--- config.mk ---
export PLATFORM = sky130hd
export DESIGN_NAME = tbase_gen
export DESIGN_NICKNAME = d
export VERILOG_FILES = /design/src/rtl/tbase_pkg.sv /design/src/rtl/tbase_cfg.sv /design/src/rtl/tbase_modcnt.sv /design/src/rtl/tbase_edge.sv /design/src/rtl/tbase_gen.sv
export SDC_FILE = /design/constraint.sdc
export NUM_CORES = 1
export LEC_CHECK = 0
export ABC_AREA = 1
export BUFFER_PORTS_ARGS = -buffer_cell sky130_fd_sc_hd__buf_2
export CORE_ASPECT_RATIO = 1.2
export CORE_MARGIN = 5
export CORE_UTILIZATION = 60
export CTS_BUF_LIST = sky130_fd_sc_hd__clkbuf_4 sky130_fd_sc_hd__clkbuf_8
export DETAILED_ROUTE_END_ITERATION = 12
export GPL_TIMING_DRIVEN = 0
export PLACE_DENSITY = 0.82
export SLEW_MARGIN = 20
export SYNTH_ARGS = -nofsm -noshare
export SYNTH_HDL_FRONTEND = slang
export SYNTH_SLANG_ARGS = --single-unit
--- constraint.sdc ---
create_clock -name clk -period 2.6 [get_ports clk]
set_input_delay 0 -clock clk [delete_from_list [all_inputs] [get_ports clk]]
set_output_delay 0 -clock clk [all_outputs]
set_load 0.01 [all_outputs]
--- src/rtl/tbase_pkg.sv ---
package tbase_pkg;
   typedef enum logic {
      TIC_LONG  = 1'b0,
      TIC_SHORT = 1'b1
   } tic_sel_e;

   typedef enum logic {
      SRC_INTERNAL = 1'b0,
      SRC_EXTERNAL = 1'b1
   } src_sel_e;
endpackage

--- src/rtl/tbase_cfg.sv ---
module tbase_cfg
   import tbase_pkg::*;
#(
   parameter int DIV_W   = 16,
   parameter int DEF_DIV = 2886,
   parameter int MIN_DIV = 2
) (
   input  logic             clk,
   input  logic             rst_n,
   input  logic             we,
   input  logic [DIV_W-1:0] div_in,
   input  logic             short_in,
   input  logic             en_in,
   input  logic             src_in,
   output logic [DIV_W-1:0] div_q,
   output tic_sel_e         tsel_q,
   output logic             en_q,
   output src_sel_e         src_q,
   output logic             restart
);
   localparam logic [DIV_W-1:0] FLOOR = DIV_W'(MIN_DIV);
   localparam logic [DIV_W-1:0] RST_DIV = DIV_W'(DEF_DIV);

   logic [DIV_W-1:0] div_clamped;
   tic_sel_e         tsel_in;

   always_comb begin
      div_clamped = (div_in < FLOOR) ? FLOOR : div_in;
      tsel_in     = tic_sel_e'(short_in);
      restart     = we && ((div_clamped != div_q) || (tsel_in != tsel_q));
   end

   always_ff @(posedge clk or negedge rst_n) begin
      if (!rst_n) begin
         div_q  <= RST_DIV;
         tsel_q <= TIC_LONG;
         en_q   <= 1'b0;
         src_q  <= SRC_INTERNAL;
      end else if (we) begin
         div_q  <= div_clamped;
         tsel_q <= tsel_in;
         en_q   <= en_in;
         src_q  <= src_sel_e'(src_in);
      end
   end
endmodule

--- src/rtl/tbase_modcnt.sv ---
module tbase_modcnt #(
   parameter int W = 16
) (
   input  logic         clk,
   input  logic         rst_n,
   input  logic         clr,
   input  logic         step,
   input  logic [W-1:0] last,
   output logic         at_end
);
   logic [W-1:0] cnt;

   assign at_end = (cnt == last);

   always_ff @(posedge clk or negedge rst_n) begin
      if (!rst_n) begin
         cnt <= '0;
      end else if (clr) begin
         cnt <= '0;
      end else if (step) begin
         cnt <= at_end ? '0 : cnt + W'(1);
      end
   end
endmodule

--- src/rtl/tbase_edge.sv ---
module tbase_edge #(
   parameter int STAGES = 2
) (
   input  logic clk,
   input  logic rst_n,
   input  logic d,
   output logic rise
);
   logic [STAGES-1:0] sq;
   logic              prev;

   always_ff @(posedge clk or negedge rst_n) begin
      if (!rst_n) sq[0] <= 1'b0;
      else        sq[0] <= d;
   end

   for (genvar i = 1; i < STAGES; i++) begin : g_stage
      always_ff @(posedge clk or negedge rst_n) begin
         if (!rst_n) sq[i] <= 1'b0;
         else        sq[i] <= sq[i-1];
      end
   end

   always_ff @(posedge clk or negedge rst_n) begin
      if (!rst_n) prev <= 1'b0;
      else        prev <= sq[STAGES-1];
   end

   assign rise = sq[STAGES-1] & ~prev;
endmodule

--- src/rtl/tbase_gen.sv ---
module tbase_gen
   import tbase_pkg::*;
#(
   parameter int DIV_W       = 16,
   parameter int DEF_DIV     = 2886,
   parameter int MIN_DIV     = 2,
   parameter int RATIO_LONG  = 198,
   parameter int RATIO_SHORT = 18,
   parameter int SYNC_STAGES = 2
) (
   input  logic             clk,
   input  logic             rst_n,
   input  logic             cfg_we,
   input  logic [DIV_W-1:0] cfg_div,
   input  logic             cfg_short_tic,
   input  logic             cfg_irq_en,
   input  logic             cfg_ext_src,
   input  logic             ext_irq_in,
   output logic             irq_pin,
   output logic             tic_pulse,
   output logic             sample_strobe
);
   localparam int RATIO_MAX = (RATIO_LONG > RATIO_SHORT) ? RATIO_LONG : RATIO_SHORT;
   localparam int RATIO_W   = $clog2(RATIO_MAX + 1);

   if (MIN_DIV < 2) begin : g_bad_min
      $error("MIN_DIV must be at least 2");
   end
   if (DEF_DIV < MIN_DIV || DEF_DIV >= (1 << DIV_W)) begin : g_bad_def
      $error("DEF_DIV out of range for DIV_W");
   end
   if (RATIO_LONG < 1 || RATIO_SHORT < 1) begin : g_bad_ratio
      $error("TIC ratios must be at least 1");
   end
   if (SYNC_STAGES < 2) begin : g_bad_sync
      $error("SYNC_STAGES must be at least 2");
   end

   logic [DIV_W-1:0]   div_q;
   tic_sel_e           tsel_q;
   logic               en_q;
   src_sel_e           src_q;
   logic               restart;
   logic [DIV_W-1:0]   div_last;
   logic [RATIO_W-1:0] ratio;
   logic [RATIO_W-1:0] ratio_last;
   logic               int_end;
   logic               tic_end;
   logic               irq_q;
   logic               tic_q;
   logic               ext_rise;

   tbase_cfg #(
      .DIV_W   (DIV_W),
      .DEF_DIV (DEF_DIV),
      .MIN_DIV (MIN_DIV)
   ) u_cfg (
      .clk      (clk),
      .rst_n    (rst_n),
      .we       (cfg_we),
      .div_in   (cfg_div),
      .short_in (cfg_short_tic),
      .en_in    (cfg_irq_en),
      .src_in   (cfg_ext_src),
      .div_q    (div_q),
      .tsel_q   (tsel_q),
      .en_q     (en_q),
      .src_q    (src_q),
      .restart  (restart)
   );

   always_comb begin
      div_last   = div_q - DIV_W'(1);
      ratio      = (tsel_q == TIC_SHORT) ? RATIO_W'(RATIO_SHORT) : RATIO_W'(RATIO_LONG);
      ratio_last = ratio - RATIO_W'(1);
   end

   tbase_modcnt #(.W(DIV_W)) u_icnt (
      .clk    (clk),
      .rst_n  (rst_n),
      .clr    (restart),
      .step   (1'b1),
      .last   (div_last),
      .at_end (int_end)
   );

   tbase_modcnt #(.W(RATIO_W)) u_tcnt (
      .clk    (clk),
      .rst_n  (rst_n),
      .clr    (restart),
      .step   (int_end),
      .last   (ratio_last),
      .at_end (tic_end)
   );

   always_ff @(posedge clk or negedge rst_n) begin
      if (!rst_n) begin
         irq_q <= 1'b0;
         tic_q <= 1'b0;
      end else begin
         irq_q <= int_end & ~restart;
         tic_q <= int_end & tic_end & ~restart;
      end
   end

   tbase_edge #(.STAGES(SYNC_STAGES)) u_ext (
      .clk   (clk),
      .rst_n (rst_n),
      .d     (ext_irq_in),
      .rise  (ext_rise)
   );

   assign irq_pin       = irq_q & en_q;
   assign tic_pulse     = tic_q;
   assign sample_strobe = (src_q == SRC_EXTERNAL) ? ext_rise : irq_q;
endmodule

==> impl_metrics.ini <==
[status]
outcome = completed

[final_layout]
layout.cells.non_filler = 610
utilization = 0.715
syn2layout_area_growth_pct = 15.2
final_net_count = 556
final-seq-area_um2 = 1210
antenna_cells = 0
drive_gt1_frac = 0.170
design_area_um2 = 4080
multi_input_area_um2 = 2030
fillers = 457

[critical_path]
worstSetupPathType = flop to flop
cp.arrival_ns = 2.50
cp_max_fo = 10
crit_slowest_cell = dfrtp_1
cp-end-kind = flop
cp_cell_sequence = inv_2, ha_1, nand3_2, inv_2, nand2_1, nand3_1, nand2_1, nor2_4, nand2_2, nor2_8, nand2_8, nand2_8, buf_12, nor2_4
critPathMaxStageDelay_ns = 0.46
cp-start-kind = flop
cp.required_ns = 2.80

[sta]
finalCritPeriodShare = 0.887
setup_tns_ns = 0
timing.fmax_mhz = 434
grt_setup_unrepaired = false
tightest_slew_ns = 0.625
relSlewSlack = 0.583
finalWorstPathRequiredPeriod_ns = 2.31
worst_slack_ns = 0.294
hold_viol_final = 0
finalSetupViolations = 0
slew_violations = 0
final.setup_skew_ns = 0.00674

[floorplanning]
io_pins = 26
die_w_um = 80.1
core_um2 = 5710
num_rows = 30
initial_utilization = 0.621
dieArea_um2 = 7540
die_h_um = 94.2

[logic_synthesis]
synth_top_cell_by_area = dfrtp_1
synth_area_um2 = 3540
syn_area_per_cell_um2 = 7.41
synthCells = 478
synth_fp_nets = 505
synth_enable_flop_cells = 0
ys_async_sr_fraction = 1.00
ys_top_cells_by_count = nand2_1, inv_1, nor2_1
yosys_warnings = 0
synth_top_area_frac = 0.297
synth_most_common_cell = nand2_1
synth_seq_cells = 48
synth.top_cells.by_area = dfrtp_1, nand2_1, inv_1
synth.yosys.seq_area_share = 0.341
synth_ff_type = dfrtp_1
synth_cell_types = 37

[power]
leakage_nw = 2.04
ir_worst_vdd_v = 0.000277
powerDensity_nw_per_um2 = 436

[route]
routed.top_layer = met4
drt-vias-per-instance = 5.17
num_vias = 3154
routed_wirelength_um = 8260
drc = 0
ant_nets = 0
drt-met1-wl_um = 3290
firstDrtPassIters = 5
drtIter0Drc = 213
wl_met2_um = 4460
wl_met3_um = 301
wl_per_cell_um = 13.5

[placement]
gp_congestion = 0.911
place_worst_setup_slack_ns = 0.324
place_area_um2 = 3760
io_buffers = 24
dp.cells = 582
dp_hpwl_um = 6130

[min_path]
min_path_type = input pin to flop

[clock_network]
cts_resized = 0
clkSlewWorstSetupHoldPaths_ns = 0.10
cts_tree = built
clk_path_buf_depth = 2
cts_made_buffers = 5
clk_latency_ns = 0.30
postCtsSetupBuffers = 0
cts_max_level = 2
root_buffer = clkbuf_8
clkSinkCount = 48
postCtsHoldBufs = 20

[global_route]
antenna_found_initial = 0
grt_pass1_wl_um = 14200
first_global_vias = 3178
grt_remaining_overflow = 0
track_usage = 0.239
grt_start_max_net_pins = 49

[job]
cap_violations = 0
==> worst paths after layout <==
path                                       startpoint  cells past startpoint  slack [ns]                          to
max in group asynchronous                       rst_n                      2        1.93  u_cfg.div_q[3]$_DFFE_PN0P_
setup / recovery           u_cfg.div_q[0]$_DFFE_PN0P_                     14        0.29    u_icnt.cnt[13]$_DFF_PN0_
hold reg to reg                 u_ext.sq[0]$_DFF_PN0_                      0        0.37       u_ext.sq[1]$_DFF_PN0_
setup reg to reg           u_cfg.div_q[0]$_DFFE_PN0P_                     14        0.29    u_icnt.cnt[13]$_DFF_PN0_
hold / removal                             cfg_div[1]                      5        0.05  u_cfg.div_q[1]$_DFFE_PN1P_
min in group asynchronous                       rst_n                      2        0.25     u_icnt.cnt[5]$_DFF_PN0_
==> state kept, by name, indices dropped and copies added, names as in the netlist, 2 cells and up <==
| signal | flops |
|---|---|
| u_tcnt.cnt | 8 |
| u_ext.sq | 2 |
| u_icnt.cnt | 16 |
| u_cfg.div_q | 16 |
==> through the flow <==
stage / total power [mW] / hold WS, ns
6_report: 1.78 / 0.0459
5_1_grt: 1.88 / 0.0944
4_1_cts: 1.78 / 0.0446
3_5_place_dp: 1.20 / 0.123
3_3_place_gp: 1.19 / 0.109
2_1_floorplan: 1.10 / -0.296
==> power breakdown <==
part,switching (mW),internal [mW],total [mW]
Sequential,0.0473,0.785,0.833
Combinational,0.238,0.147,0.385
Clock,0.271,0.290,0.561
Total,0.556,1.22,1.78
==> cells in the final DEF, fill, tap and decap left out, drive strengths merged <==
cell type and count:
xor2 24, xnor2 17, bufinv 1, a41oi 1, nor2 71, o2111ai 1, buf 26, clkinv 3
ha 4, nand4 7, nor3 4, a22o 1, nand3 45, o21ai 20, and2 1, o22ai 1
nand2 148, clkinvlp 1, nor3b 1, dfrtp 42, inv 66, o21a 1, o41ai 1, clkbuf 11
dfstp 6, dlygate4sd3 20, nand3b 6
==> cell type report <==
cell class                 instances  share of cell area
tap                               80              0.0245
clock inverter                     3              0.0113
clock buffer                       5              0.0169
timing repair buffer              44              0.0791
sequential                        48               0.296
multi-input combinational        354               0.497
buffer                             8              0.0117
inverter                          68              0.0635
==> layer usage <==
layer | track usage | vias to the layer above
li1 | - | 1576
met1 | 0.273 | 1469
met2 | 0.436 | 83
met3 | 0.0499 | 26
met4 | 0.0803 | 0
met5 | 0 | -
==> critical path, delay by kind of cell (launching register included) <==
kind / cells / cell delay [ns]
fa+ha+maj: 1 / 0.32
buf+inv: 3 / 0.45
flops: 1 / 0.46
simple gates: 10 / 0.98
==> cell families after synthesis <==
kind of cell	Yosys count	synth area share
buf+inv	76	0.0866
simple gates	283	0.408
compound gates	26	0.0421
fa+ha+maj	4	0.0141
xor+xnor	41	0.108
flops	48	0.341
Power figures use the tool's default switching activity.
